File: config.mk
export PLATFORM = sky130hd
export DESIGN_NAME = clksw_seq
export DESIGN_NICKNAME = d
export VERILOG_FILES = /design/src/rtl/clksw_pkg.sv /design/src/rtl/clksw_policy.sv /design/src/rtl/clksw_step_timer.sv /design/src/rtl/clksw_fsm.sv /design/src/rtl/clksw_seq.sv
export SDC_FILE = /design/constraint.sdc
export NUM_CORES = 1
export LEC_CHECK = 0
export BUFFER_PORTS_ARGS = -buffer_cell sky130_fd_sc_hd__clkbuf_2
export CORE_UTILIZATION = 42
export CTS_CLUSTER_SIZE = 24
export DETAILED_ROUTE_END_ITERATION = 10
export PLACE_DENSITY = 0.85
export SYNTH_ARGS = -nofsm -noshare
export SYNTH_HDL_FRONTEND = slang
export SYNTH_HIERARCHICAL = 1
export SYNTH_SLANG_ARGS = --single-unit
File: constraint.sdc
create_clock -name clk -period 2.1 [get_ports clk]
set_clock_uncertainty 0.15 [all_clocks]
set_input_delay 0.105 -clock clk [delete_from_list [all_inputs] [get_ports clk]]
set_output_delay 0.105 -clock clk [all_outputs]
set_load 0.03 [all_outputs]
File: src/rtl/clksw_pkg.sv
package clksw_pkg;
    typedef enum logic [2:0] {
        ST_IDLE      = 3'd0,
        ST_ISOLATE   = 3'd1,
        ST_SELECT    = 3'd2,
        ST_CHRST     = 3'd3,
        ST_SMRST     = 3'd4,
        ST_RELEASE   = 3'd5,
        ST_RECONNECT = 3'd6
    } seq_state_t;

    localparam logic [7:0] CODE_SRC_PLL   = 8'h21;
    localparam logic [7:0] CODE_SRC_HOST  = 8'h23;
    localparam logic [7:0] CODE_CHRST_ON  = 8'hC0;
    localparam logic [7:0] CODE_CHRST_OFF = 8'h00;
    localparam logic [7:0] CODE_SMRST     = 8'h37;
    localparam logic [7:0] CODE_TRI_ISO   = 8'h80;
    localparam logic [7:0] CODE_TRI_CONN  = 8'h00;
endpackage

File: src/rtl/clksw_policy.sv
module clksw_policy (
    input  logic issue_write,
    input  logic bus_66m,
    input  logic partner_idle,
    input  logic cur_pll,
    output logic want_pll,
    output logic need_switch
);
    // PLL is required for writes and for every command on a 66 MHz host bus
    always_comb begin
        want_pll    = issue_write | bus_66m;
        need_switch = partner_idle & (want_pll != cur_pll);
    end
endmodule

File: src/rtl/clksw_step_timer.sv
module clksw_step_timer #(
    parameter int STEP_CYC = 4
) (
    input  logic                                   clk,
    input  logic                                   rst_n,
    input  logic                                   run,
    input  logic                                   advance,
    output logic [$clog2(STEP_CYC + 1) - 1:0]      step_cnt,
    output logic                                   step_done
);
    localparam int CW = $clog2(STEP_CYC + 1);
    localparam logic [CW-1:0] LAST = CW'(STEP_CYC - 1);

    always_ff @(posedge clk) begin
        if (!rst_n || !run || advance)
            step_cnt <= '0;
        else if (step_cnt != LAST)
            step_cnt <= step_cnt + 1'b1;
    end

    assign step_done = run && (step_cnt == LAST);
endmodule

File: src/rtl/clksw_fsm.sv
module clksw_fsm
    import clksw_pkg::*;
#(
    parameter int STEP_CYC = 4,
    localparam int CW = $clog2(STEP_CYC + 1)
) (
    input  logic          clk,
    input  logic          rst_n,
    input  logic          issue_req,
    input  logic          need_switch,
    input  logic          want_pll,
    input  logic          step_done,
    input  logic [CW-1:0] step_cnt,
    output logic          cur_pll,
    output logic          run,
    output logic          advance,
    output logic [7:0]    tri_a,
    output logic [7:0]    tri_b,
    output logic [7:0]    src_sel,
    output logic [7:0]    chan_rst,
    output logic [7:0]    smrst_a,
    output logic [7:0]    smrst_b,
    output logic          issue_grant
);
    seq_state_t state, state_nx;
    logic       target_pll;

    always_comb begin
        state_nx = state;
        unique case (state)
            ST_IDLE:      if (issue_req && need_switch) state_nx = ST_ISOLATE;
            ST_ISOLATE:   if (step_done) state_nx = ST_SELECT;
            ST_SELECT:    if (step_done) state_nx = ST_CHRST;
            ST_CHRST:     if (step_done) state_nx = ST_SMRST;
            ST_SMRST:     if (step_done) state_nx = ST_RELEASE;
            ST_RELEASE:   if (step_done) state_nx = ST_RECONNECT;
            ST_RECONNECT: if (step_done) state_nx = ST_IDLE;
            default:      state_nx = ST_IDLE;
        endcase
    end

    // state register, latched target and current source
    always_ff @(posedge clk) begin
        if (!rst_n) begin
            state      <= ST_IDLE;
            target_pll <= 1'b0;
            cur_pll    <= 1'b0;
        end else begin
            state <= state_nx;
            if (state == ST_IDLE && issue_req && need_switch)
                target_pll <= want_pll;
            if (state == ST_ISOLATE && step_done)
                cur_pll <= target_pll;
        end
    end

    // outputs
    always_comb begin
        run         = (state != ST_IDLE);
        advance     = step_done;
        tri_a       = CODE_TRI_CONN;
        chan_rst    = CODE_CHRST_OFF;
        smrst_a     = 8'h00;
        issue_grant = 1'b0;
        unique case (state)
            ST_IDLE:      issue_grant = issue_req && !need_switch;
            ST_ISOLATE,
            ST_SELECT,
            ST_RELEASE:   tri_a = CODE_TRI_ISO;
            ST_CHRST: begin
                tri_a    = CODE_TRI_ISO;
                chan_rst = CODE_CHRST_ON;
            end
            ST_SMRST: begin
                tri_a    = CODE_TRI_ISO;
                chan_rst = CODE_CHRST_ON;
                smrst_a  = CODE_SMRST;
            end
            ST_RECONNECT: issue_grant = step_done;
            default: ;
        endcase
        tri_b   = tri_a;
        smrst_b = smrst_a;
        src_sel = cur_pll ? CODE_SRC_PLL : CODE_SRC_HOST;
    end

    AST_SMRST_GUARDED: assert property (@(posedge clk) disable iff (!rst_n)
        (smrst_a != 8'h00 || smrst_b != 8'h00) |-> (chan_rst == CODE_CHRST_ON && tri_a == CODE_TRI_ISO && tri_b == CODE_TRI_ISO));
    AST_SRC_CHANGE_ISOLATED: assert property (@(posedge clk) disable iff (!rst_n)
        !$stable(src_sel) |-> (tri_a == CODE_TRI_ISO && tri_b == CODE_TRI_ISO));
    AST_GRANT_CONNECTED: assert property (@(posedge clk) disable iff (!rst_n)
        issue_grant |-> (tri_a == CODE_TRI_CONN && chan_rst == CODE_CHRST_OFF));
    AST_STEP_LENGTH: assert property (@(posedge clk) disable iff (!rst_n)
        ($past(state) != ST_IDLE && state != $past(state)) |-> ($past(step_cnt) == CW'(STEP_CYC - 1)));
    AST_STEP_ORDER: assert property (@(posedge clk) disable iff (!rst_n)
        ($past(state) != ST_IDLE && $past(state) != ST_RECONNECT && state != $past(state))
            |-> (3'(state) == 3'($past(state)) + 3'd1));
    AST_BUSY_NO_RESTART: assert property (@(posedge clk) disable iff (!rst_n)
        (state == ST_ISOLATE && $past(state) == ST_ISOLATE) |-> $stable(target_pll));
endmodule

File: src/rtl/clksw_seq.sv
module clksw_seq #(
    parameter int STEP_CYC = 4
) (
    input  logic       clk,
    input  logic       rst_n,
    input  logic       issue_req,
    input  logic       issue_write,
    input  logic       bus_66m,
    input  logic       partner_idle,
    output logic [7:0] tri_a,
    output logic [7:0] tri_b,
    output logic [7:0] src_sel,
    output logic [7:0] chan_rst,
    output logic [7:0] smrst_a,
    output logic [7:0] smrst_b,
    output logic       issue_grant
);
    localparam int CW = $clog2(STEP_CYC + 1);

    logic          cur_pll, want_pll, need_switch;
    logic          run, advance, step_done;
    logic [CW-1:0] step_cnt;

    clksw_policy u_policy (
        .issue_write (issue_write),
        .bus_66m     (bus_66m),
        .partner_idle(partner_idle),
        .cur_pll     (cur_pll),
        .want_pll    (want_pll),
        .need_switch (need_switch)
    );

    clksw_step_timer #(.STEP_CYC(STEP_CYC)) u_timer (
        .clk      (clk),
        .rst_n    (rst_n),
        .run      (run),
        .advance  (advance),
        .step_cnt (step_cnt),
        .step_done(step_done)
    );

    clksw_fsm #(.STEP_CYC(STEP_CYC)) u_fsm (
        .clk        (clk),
        .rst_n      (rst_n),
        .issue_req  (issue_req),
        .need_switch(need_switch),
        .want_pll   (want_pll),
        .step_done  (step_done),
        .step_cnt   (step_cnt),
        .cur_pll    (cur_pll),
        .run        (run),
        .advance    (advance),
        .tri_a      (tri_a),
        .tri_b      (tri_b),
        .src_sel    (src_sel),
        .chan_rst   (chan_rst),
        .smrst_a    (smrst_a),
        .smrst_b    (smrst_b),
        .issue_grant(issue_grant)
    );
endmodule

==> flow_metrics.py, run 1 <==
metrics = {
    "outcome": {
        "outcome": "finished, final reports clean",
    },
    "worst_setup_path": {
        "crit_path_end_kind": "output port",
        "timing.rr.start": "u_fsm/cur_pll$_SDFFE_PN0P_",
        "required_ns": 1.85,
        "path_cells": "or3_1, and3_1, nor4b_2, a31oi_1, nor2_1, clkbuf_2",
        "cp-start-kind": "flip-flop",
        "worst-path-max-fanout": 4,
        "worstReg2RegEnd": "u_fsm/state[0]$_SDFFE_PN0P_",
        "cp_slowest_cell": "dfxtp_1",
        "r2r_setup_slack_ns": 0.36,
        "crit_path_max_incr_delay_ns": 0.35,
        "critPathArrivalTime_ns": 1.68,
        "critical_path_class": "reg2out",
        "ff2ff_path_depth": 5,
    },
    "sta": {
        "period_minus_slack_ns": 1.93,
        "fmax_mhz": 517,
        "layout_worst_path_cycle_share_pct": 92.1,
        "hold-worst-slack_ns": 0.00749,
        "slew_viol_final": 0,
        "finalSetupViolations": 0,
        "setup_slack_ns": 0.165,
        "hold_viol": 0,
        "grt_setup_unrepaired": "false",
        "fin_setup_tns_ns": 0,
    },
    "hold_path": {
        "hold_path.class": "in2reg",
        "holdPathStages": 3,
        "min_from": "issue_req",
        "min_delay_worst_endpoint": "u_fsm/target_pll$_SDFFE_PN0P_",
    },
    "place": {
        "placed_area_um2": 806,
        "io_buffers": 21,
        "place_congestion": 0.763,
        "dp_worst_setup_slack_ns": 0.381,
        "dpl.hpwl_um": 938,
    },
    "logic_synthesis": {
        "ys_top_cells_by_count": "buf_4, dfxtp_1, nor2_1, inv_1, nand2_1",
        "syn_inst": 105,
        "synth_area_per_cell_um2": 8.51,
        "synth_top_area_share_pct": 37.8,
        "syn_area_um2": 893,
        "yosys_warnings": 6,
        "synth_edf_count": 0,
        "yosysMostFrequentCell": "buf_4",
        "async_reset_ff_share_pct": 0,
        "synth_seq_area_share_pct": 17.9,
        "synth.area.top_cells": "buf_4, dfxtp_1, buf_6",
        "ys_seq_elements": 8,
        "yosys_most_used_dff": "dfxtp_1",
        "synth_top_cell_by_area": "buf_4",
        "ys_types": 34,
    },
    "floorplan": {
        "row_count": 16,
        "ios": 55,
        "coreArea_um2": 1980,
        "die-area_um2": 2320,
        "die_x_um": 48.1,
        "start_util_pct": 45.1,
        "die_h_um": 48.1,
    },
    "cts": {
        "numCtsBuffers": 3,
        "clockRootBuffer": "clkbuf_4",
        "clockBufferDepth": 2,
        "clkTransAtPathRegs_ns": 0.05,
        "clock_latency_ns": 0.25,
        "h-tree-depth": 1,
        "tritoncts": "built",
        "cts_sinks": 8,
    },
    "finish": {
        "finalInstanceArea_um2": 830,
        "area_growth_pct": -7.14,
        "nNetsFinal": 124,
        "antenna_cells": 0,
        "fill_cells": 200,
        "drive_gt1_share_pct": 31.6,
    },
    "global_routing": {
        "grt_pass1_vias": 396,
        "antenna_found_initial": 0,
        "grt_pass1_wl_mm": 1.54,
        "grt_max_degree": 14,
        "grt_usage_pct": 9.95,
        "overflow": 0,
    },
    "power_and_ir_drop": {
        "max-vdd-ir-drop_mv": 0.207,
        "powerDensity_nw_per_um2": 483,
        "p_leak_uw": 0.000441,
    },
    "route": {
        "wl_per_cell_um": 8.35,
        "vias": 587,
        "drt_iter0_markers": 8,
        "route.detailed.drc": 0,
        "drtPass1Iterations": 4,
        "drtAntennaViolNets": 0,
        "wl_mm": 1.18,
        "viasPerCell": 4.16,
    },
    "run": {
        "cap_violations": 0,
    },
}
registers in the layout, indices dropped and copies added, names as in the netlist:
register and cells:
u_fsm/state 3, u_timer/step_cnt 3, u_fsm/cur_pll 1, u_fsm/target_pll 1
metal layers:
metal | track usage, % | vias up | routed length [µm]
li1 | - | 287 | -
met1 | 9.62 | 265 | 492
met2 | 17.0 | 33 | 591
met3 | 4.44 | 2 | 77
met4 | 6.67 | 0 | 14
met5 | 0 | - | 0
stage by stage:
| step | cells | util (%) | total power (µW) |
|---|---|---|---|
| after detailed placement | 138 | 40.7 | 284 |
| after CTS | 141 | 41.8 | 407 |
| after global placement | 138 | 40.7 | 283 |
| after floorplan | 136 | - | 319 |
| final | 141 | 41.9 | 400 |
| after global routing | 141 | 41.9 | 423 |
critical path: cells and delay by family (launching register included):
| family | cells | cell delay, ns |
|---|---|---|
| and+or+nand+nor | 4 | 0.81 |
| buffers and inverters | 1 | 0.21 |
| AOI/OAI and AO/OA | 1 | 0.06 |
| DFF | 1 | 0.35 |
worst max path at each step:
stage	startpoint	end	slack (ns)	depth (start not counted)
6_report	u_fsm/cur_pll$_SDFFE_PN0P_	issue_grant	0.17	6
4_1_cts	u_timer/step_cnt[0]$_SDFFE_PP0P_	issue_grant	0.13	6
5_1_grt	u_timer/step_cnt[0]$_SDFFE_PP0P_	issue_grant	0.04	6
3_3_place_gp	u_fsm/cur_pll$_SDFFE_PN0P_	u_fsm/state[0]$_SDFFE_PN0P_	0.41	5
3_5_place_dp	u_fsm/cur_pll$_SDFFE_PN0P_	u_fsm/state[0]$_SDFFE_PN0P_	0.38	5
2_1_floorplan	u_fsm/state[0]$_SDFFE_PN0P_	chan_rst[7]	0.21	4
cell type report:
type,instances,area (µm²),share of cell area [%]
multi-input combinational,75,470,56.7
sequential,8,160,19.3
tap,27,33.8,4.07
timing repair buffer,24,128,15.4
clock buffer,3,22.5,2.71
inverter,4,15.0,1.81
cells in the final DEF (no fill, tap or decap), drive strengths merged, types with 2 or more instances in the layout:
| cell type | netlist | final |
|---|---|---|
| ha | 2 | 2 |
| conb | 2 | 33 |
| a211oi | 2 | 2 |
| a21oi | 4 | 4 |
| mux2i | 2 | 2 |
| nor3b | 2 | 2 |
| clkbuf | 1 | 24 |
| o21ai | 3 | 3 |
| buf | 48 | 3 |
| nand2 | 5 | 5 |
| nor2 | 5 | 5 |
| inv | 4 | 4 |
| dfxtp | 8 | 8 |
repair_timing:
item | CTS | global route
endpoints found under the setup margin | 0 | 1
setup buffers | 0 | 0
hold buffers | 0 | 0
endpoints found under the hold margin | 0 | 0
gates resized for setup | 0 | 1
cell families after synthesis:
group                    count (synthesis)  share of synthesized area [%]
multiplexers                             2                           2.24
XOR/XNOR                                 1                          0.981
buffers and inverters                   53                           43.8
flip-flops                               8                           17.9
other                                    2                          0.841
AND/OR/NAND/NOR                         22                           16.9
AO/OA/AOI/OAI                           15                           14.4
adder cells (fa/ha/maj)                  2                           2.80
report_power, final:
| group | internal (µW) | leakage (µW) | total (µW) | switching, µW |
|---|---|---|---|---|
| sequential | 155 | 0.0000648 | 157 | 1.83 |
| clock | 65.4 | 0.0000138 | 118 | 52.8 |
| combinational | 18.3 | 0.000362 | 125 | 107 |
| total | 239 | 0.000441 | 400 | 161 |
Power figures use the tool's default switching activity.
==> inputs of run 2 (changes only) <==
--- a/config.mk
+++ b/config.mk
@@ -6,7 +6,10 @@
 export NUM_CORES = 1
 export LEC_CHECK = 0
 export BUFFER_PORTS_ARGS = -buffer_cell sky130_fd_sc_hd__clkbuf_2
-export CORE_UTILIZATION = 42
+export CELL_PAD_IN_SITES_DETAIL_PLACEMENT = 1
+export CELL_PAD_IN_SITES_GLOBAL_PLACEMENT = 1
+export CORE_ASPECT_RATIO = 1.2
+export CORE_UTILIZATION = 29
 export CTS_CLUSTER_SIZE = 24
 export DETAILED_ROUTE_END_ITERATION = 10
 export PLACE_DENSITY = 0.85
==> run 2 against run 1 <==
Register-to-register slack lost 0.06 ns; clock power is essentially flat; flip-flop and latch count is the same; maximum frequency shrank 1.3%; largest cell class unchanged; highest routed layer is now met3.
==> flow_metrics.py, run 2 (synthesis gave the netlist of run 1 again) <==
metrics = {
    "outcome": {
        "outcome": "finished, final reports clean",
    },
    "floorplan": {
        "die-area_um2": 3310,
        "die_x_um": 52.7,
        "coreArea_um2": 2860,
        "die_h_um": 62.8,
        "start_util_pct": 31.2,
        "row_count": 21,
        "ios": 55,
    },
    "finish": {
        "antenna_cells": 0,
        "finalInstanceArea_um2": 846,
        "largestRegisters": "u_fsm/state (3), u_timer/step_cnt (3)",
        "final_cell_mix": "conb_1, clkbuf_2, dfxtp_1",
        "drive_gt1_share_pct": 32.2,
        "fill_cells": 369,
        "multi_input_comb_area_um2": 470,
        "final_common_cell": "conb_1",
        "area_growth_pct": -5.32,
        "nNetsFinal": 125,
        "final_cell_count_no_fill": 149,
        "seq_area_um2": 160,
    },
    "cts": {
        "clkTransAtPathRegs_ns": 0.05,
        "clockRootBuffer": "clkbuf_4",
        "numCtsBuffers": 3,
        "cts_sinks": 8,
        "clock_latency_ns": 0.25,
        "tritoncts": "built",
        "h-tree-depth": 1,
        "clockBufferDepth": 2,
    },
    "power_and_ir_drop": {
        "max-vdd-ir-drop_mv": 0.229,
        "p_leak_uw": 0.000446,
        "powerDensity_nw_per_um2": 473,
    },
    "worst_setup_path": {
        "required_ns": 1.85,
        "worst-path-max-fanout": 4,
        "critPathArrivalTime_ns": 1.71,
        "critical_path_class": "reg2out",
        "timing.rr.start": "u_fsm/cur_pll$_SDFFE_PN0P_",
        "r2r_setup_slack_ns": 0.30,
        "ff2ff_path_depth": 5,
        "crit_path_end_kind": "output port",
        "worstReg2RegEnd": "u_fsm/state[0]$_SDFFE_PN0P_",
        "cp-start-kind": "flip-flop",
    },
    "route": {
        "wl_mm": 1.45,
        "viasPerCell": 4.06,
        "vias": 605,
        "drtAntennaViolNets": 0,
        "wl_per_cell_um": 9.73,
        "drt_iter0_markers": 1,
        "drtPass1Iterations": 3,
        "route.detailed.drc": 0,
    },
    "global_routing": {
        "grt_pass1_vias": 558,
        "antenna_found_initial": 0,
        "grt_pass1_wl_mm": 2.25,
        "grt_usage_pct": 9.04,
        "overflow": 0,
        "grt_max_degree": 14,
    },
    "sta": {
        "fmax_mhz": 510,
        "grt_setup_unrepaired": "false",
        "finalSetupViolations": 0,
        "slew_viol_final": 0,
        "hold_viol": 0,
        "fin_setup_tns_ns": 0,
        "setup_slack_ns": 0.139,
        "period_minus_slack_ns": 1.96,
        "layout_worst_path_cycle_share_pct": 93.4,
        "hold-worst-slack_ns": 0.0222,
    },
    "place": {
        "placed_area_um2": 822,
        "dp_worst_setup_slack_ns": 0.323,
        "dpl.hpwl_mm": 1.21,
        "io_buffers": 21,
        "place_congestion": 0.726,
        "numPlacedInstances": 146,
    },
    "hold_path": {
        "hold_path.class": "in2reg",
        "min_delay_worst_endpoint": "u_fsm/target_pll$_SDFFE_PN0P_",
        "min_from": "issue_req",
        "holdPathStages": 3,
    },
    "run": {
        "cap_violations": 0,
    },
}
run 2: cell types whose count changed in the layout (fill, tap and decap cells not counted), sizes merged:
cell	change
buf	+1
run 2: worst max path at each step:
stage | start | to | slack, ns | cells past startpoint
after floorplan | u_fsm/state[0]$_SDFFE_PN0P_ | chan_rst[7] | 0.21 | 4
after global placement | u_timer/step_cnt[0]$_SDFFE_PP0P_ | u_fsm/cur_pll$_SDFFE_PN0P_ | 0.42 | 6
after detailed placement | u_fsm/cur_pll$_SDFFE_PN0P_ | u_fsm/state[0]$_SDFFE_PN0P_ | 0.32 | 5
after CTS | u_timer/step_cnt[0]$_SDFFE_PP0P_ | issue_grant | 0.1 | 6
after global routing | u_fsm/cur_pll$_SDFFE_PN0P_ | issue_grant | 0.01 | 6
final | u_fsm/cur_pll$_SDFFE_PN0P_ | issue_grant | 0.14 | 6
run 2: through the flow:
step / util, % / total power (µW)
floorplan: - / 319
global placement: 28.7 / 283
detailed placement: 28.7 / 286
CTS: 29.5 / 407
global route: 29.5 / 425
finish: 29.5 / 400
run 2: power by group:
| part | leakage (µW) | internal (µW) | switching [µW] | total [µW] |
|---|---|---|---|---|
| combinational | 0.000367 | 18.4 | 108 | 126 |
| clock | 0.0000138 | 65.3 | 51.2 | 117 |
| sequential | 0.0000648 | 155 | 1.79 | 157 |
| total | 0.000446 | 239 | 161 | 400 |
run 2: repair_timing:
action,in CTS,in global routing
buffers inserted,0,0
gates resized for setup,0,1
setup endpoints to repair,0,1
hold buffers,0,0
run 2: metal layers:
layer / global-route usage, % / part of all wire (%) / up-vias
li1: - / - / 289
met2: 17.2 / 56 / 36
met5: 0 / 0 / -
met4: 3.95 / 0 / 0
met3: 3.65 / 8.3 / 0
met1: 7.69 / 35 / 280
run 2: final cells by class:
cell class              count  area share, %
clock buffers               3           2.66
inverters                   4           1.78
multi-input cells          75           55.6
flip-flops and latches      8           18.9
well taps                  34           5.03
repair buffers             25           16.0
run 2: worst max-delay path, stage by stage (launching register included):
cell      delay (ns)
dfxtp_1         0.35
or3_1           0.32
and3_1          0.22
nor4b_2         0.21
a31oi_1         0.06
nor2_1          0.09
clkbuf_2        0.21
==> inputs of run 3 (changes only) <==
==> constraint.sdc (replaced) <==
create_clock -name clk -period 2.21 [get_ports clk]
set_clock_uncertainty 0.15 [all_clocks]
set_input_delay 0.1105 -clock clk [delete_from_list [all_inputs] [get_ports clk]]
set_output_delay 0.1105 -clock clk [all_outputs]
set_load 0.03 [all_outputs]
==> run 3 against run 2 <==
Utilization is 0.26 points lower; largest cell class unchanged; worst setup slack improved by 0.026 ns; via count shrank 0.33%; clock-buffer cell count unchanged; critical path depth unchanged; register-to-register slack better by 0.10 ns; first-iteration DRC count grew to 6.0 times the previous value.
==> flow_metrics.py, run 3 (synthesis gave the netlist of run 1 again) <==
metrics = {
    "cts": {
        "clock_latency_ns": 0.25,
        "tritoncts": "built",
        "cts_sinks": 8,
        "clockRootBuffer": "clkbuf_4",
        "postCtsSetupBuffers": 0,
        "numCtsBuffers": 3,
        "clockBufferDepth": 2,
        "post_cts_resized": 0,
        "h-tree-depth": 1,
        "hold_buffers": 0,
        "clkTransAtPathRegs_ns": 0.05,
    },
    "power_and_ir_drop": {
        "powerDensity_nw_per_um2": 448,
        "max-vdd-ir-drop_mv": 0.220,
        "fin_total_pwr_uw": 376,
        "p_leak_uw": 0.000448,
    },
    "worst_setup_path": {
        "critical_path_class": "reg2out",
        "worst-path-max-fanout": 9,
        "cp-start-kind": "flip-flop",
        "crit_path_max_incr_delay_ns": 0.38,
        "worstReg2RegEnd": "u_timer/step_cnt[2]$_SDFFE_PP0P_",
        "r2r_setup_slack_ns": 0.40,
        "cp_slowest_cell": "dfxtp_1",
        "critPathArrivalTime_ns": 1.79,
        "timing.rr.start": "u_fsm/state[2]$_SDFFE_PN0P_",
        "crit_family": "simple AND/OR/NAND/NOR gates",
        "cp_num_buf_inv": 2,
        "ff2ff_path_depth": 5,
        "path_cells": "nor3_2, inv_1, and2_2, a31oi_1, nor2_1, clkbuf_2",
        "required_ns": 1.95,
        "crit_path_end_kind": "output port",
    },
    "route": {
        "top_layer": "met3",
        "met1Wirelength_um": 569,
        "wl_met2_um": 733,
        "viasPerCell": 4.05,
        "vias": 603,
        "wl_mm": 1.42,
        "drtPass1Iterations": 4,
        "drt_iter0_markers": 6,
        "route.detailed.drc": 0,
        "routed-wl-met3_um": 119,
        "drtAntennaViolNets": 0,
        "wl_per_cell_um": 9.55,
    },
    "finish": {
        "antenna_cells": 0,
        "area_growth_pct": -6.16,
        "final_common_cell": "conb_1",
        "final_cell_count_no_fill": 149,
        "drive_gt1_share_pct": 32.2,
        "nNetsFinal": 125,
        "fill_cells": 362,
        "post-route-util_pct": 29.3,
        "final_cell_mix": "conb_1, clkbuf_2, dfxtp_1",
        "largestRegisters": "u_fsm/state (3), u_timer/step_cnt (3)",
    },
    "global_routing": {
        "grt_pass1_wl_mm": 2.23,
        "overflow": 0,
        "grt_usage_pct": 9.06,
        "grt_pass1_vias": 509,
        "grt_max_degree": 14,
        "antenna_found_initial": 0,
    },
    "place": {
        "dpl.hpwl_mm": 1.22,
        "io_buffers": 21,
        "numPlacedInstances": 146,
        "place_congestion": 0.672,
    },
    "floorplan": {
        "die_x_um": 52.7,
        "coreArea_um2": 2860,
        "row_count": 21,
        "die-area_um2": 3310,
        "start_util_pct": 31.2,
        "die_h_um": 62.8,
        "ios": 55,
    },
    "sta": {
        "slew_viol_final": 0,
        "layout_worst_path_cycle_share_pct": 92.6,
        "hold_viol": 0,
        "finalSetupViolations": 0,
        "fin_setup_tns_ns": 0,
        "grt_setup_unrepaired": "false",
        "period_minus_slack_ns": 2.05,
        "fmax_mhz": 489,
    },
    "hold_path": {
        "hold_path.class": "in2reg",
        "min_from": "issue_req",
        "min_delay_worst_endpoint": "u_fsm/target_pll$_SDFFE_PN0P_",
        "holdPathStages": 3,
    },
    "run": {
        "cap_violations": 0,
    },
    "outcome": {
        "outcome": "finished, final reports clean",
    },
}
## run 3: cell counts in the layout (fill, tap and decap cells not counted)
Identical to the previous run, type by type.
## run 3: power breakdown
group	leakage (µW)	switching, µW	internal, µW
registers	0.0000648	2.03	148
clock network	0.0000138	45.2	61.8
logic	0.000369	101	17.3
## run 3: final cells by class
type | count | area, µm² | area share, %
clock buffers | 3 | 22.5 | 2.69
inverters | 4 | 15.0 | 1.79
multi-input cells | 75 | 463 | 55.2
flip-flops and latches | 8 | 160 | 19.1
well taps | 34 | 42.5 | 5.07
repair buffers | 25 | 135 | 16.1
## run 3: worst max path at each step
stage,startpoint,to,slack [ns],cells past startpoint
3_3_place_gp,u_fsm/state[2]$_SDFFE_PN0P_,issue_grant,0.49,6
6_report,u_fsm/state[2]$_SDFFE_PN0P_,issue_grant,0.16,6
2_1_floorplan,u_fsm/state[0]$_SDFFE_PN0P_,chan_rst[7],0.1,4
3_5_place_dp,u_fsm/state[2]$_SDFFE_PN0P_,u_timer/step_cnt[2]$_SDFFE_PP0P_,0.39,5
4_1_cts,u_fsm/state[2]$_SDFFE_PN0P_,issue_grant,0.15,6
5_1_grt,u_timer/step_cnt[0]$_SDFFE_PP0P_,issue_grant,0.02,6
## run 3: through the flow
stage                     instance area (µm²)  setup slack, ns  hold WS (ns)
after global placement                    816            0.493         0.277
after detailed placement                  816            0.390         0.294
after floorplan                          1010           0.0998         0.100
after CTS                                 838            0.153        0.0179
after global routing                      838           0.0175        0.0350
final                                     838            0.164        0.0209
## run 3: worst min-delay path: stages
cell and delay, ns:
clkbuf_2 0.10, nand3_1 0.09, mux2i_1 0.07
## run 3: per-layer routing
| layer | up-vias | global-route usage [%] |
|---|---|---|
| met5 | - | 0 |
| met1 | 278 | 9.34 |
| met2 | 38 | 15.5 |
| met4 | 0 | 5.92 |
| li1 | 287 | - |
| met3 | 0 | 2.19 |
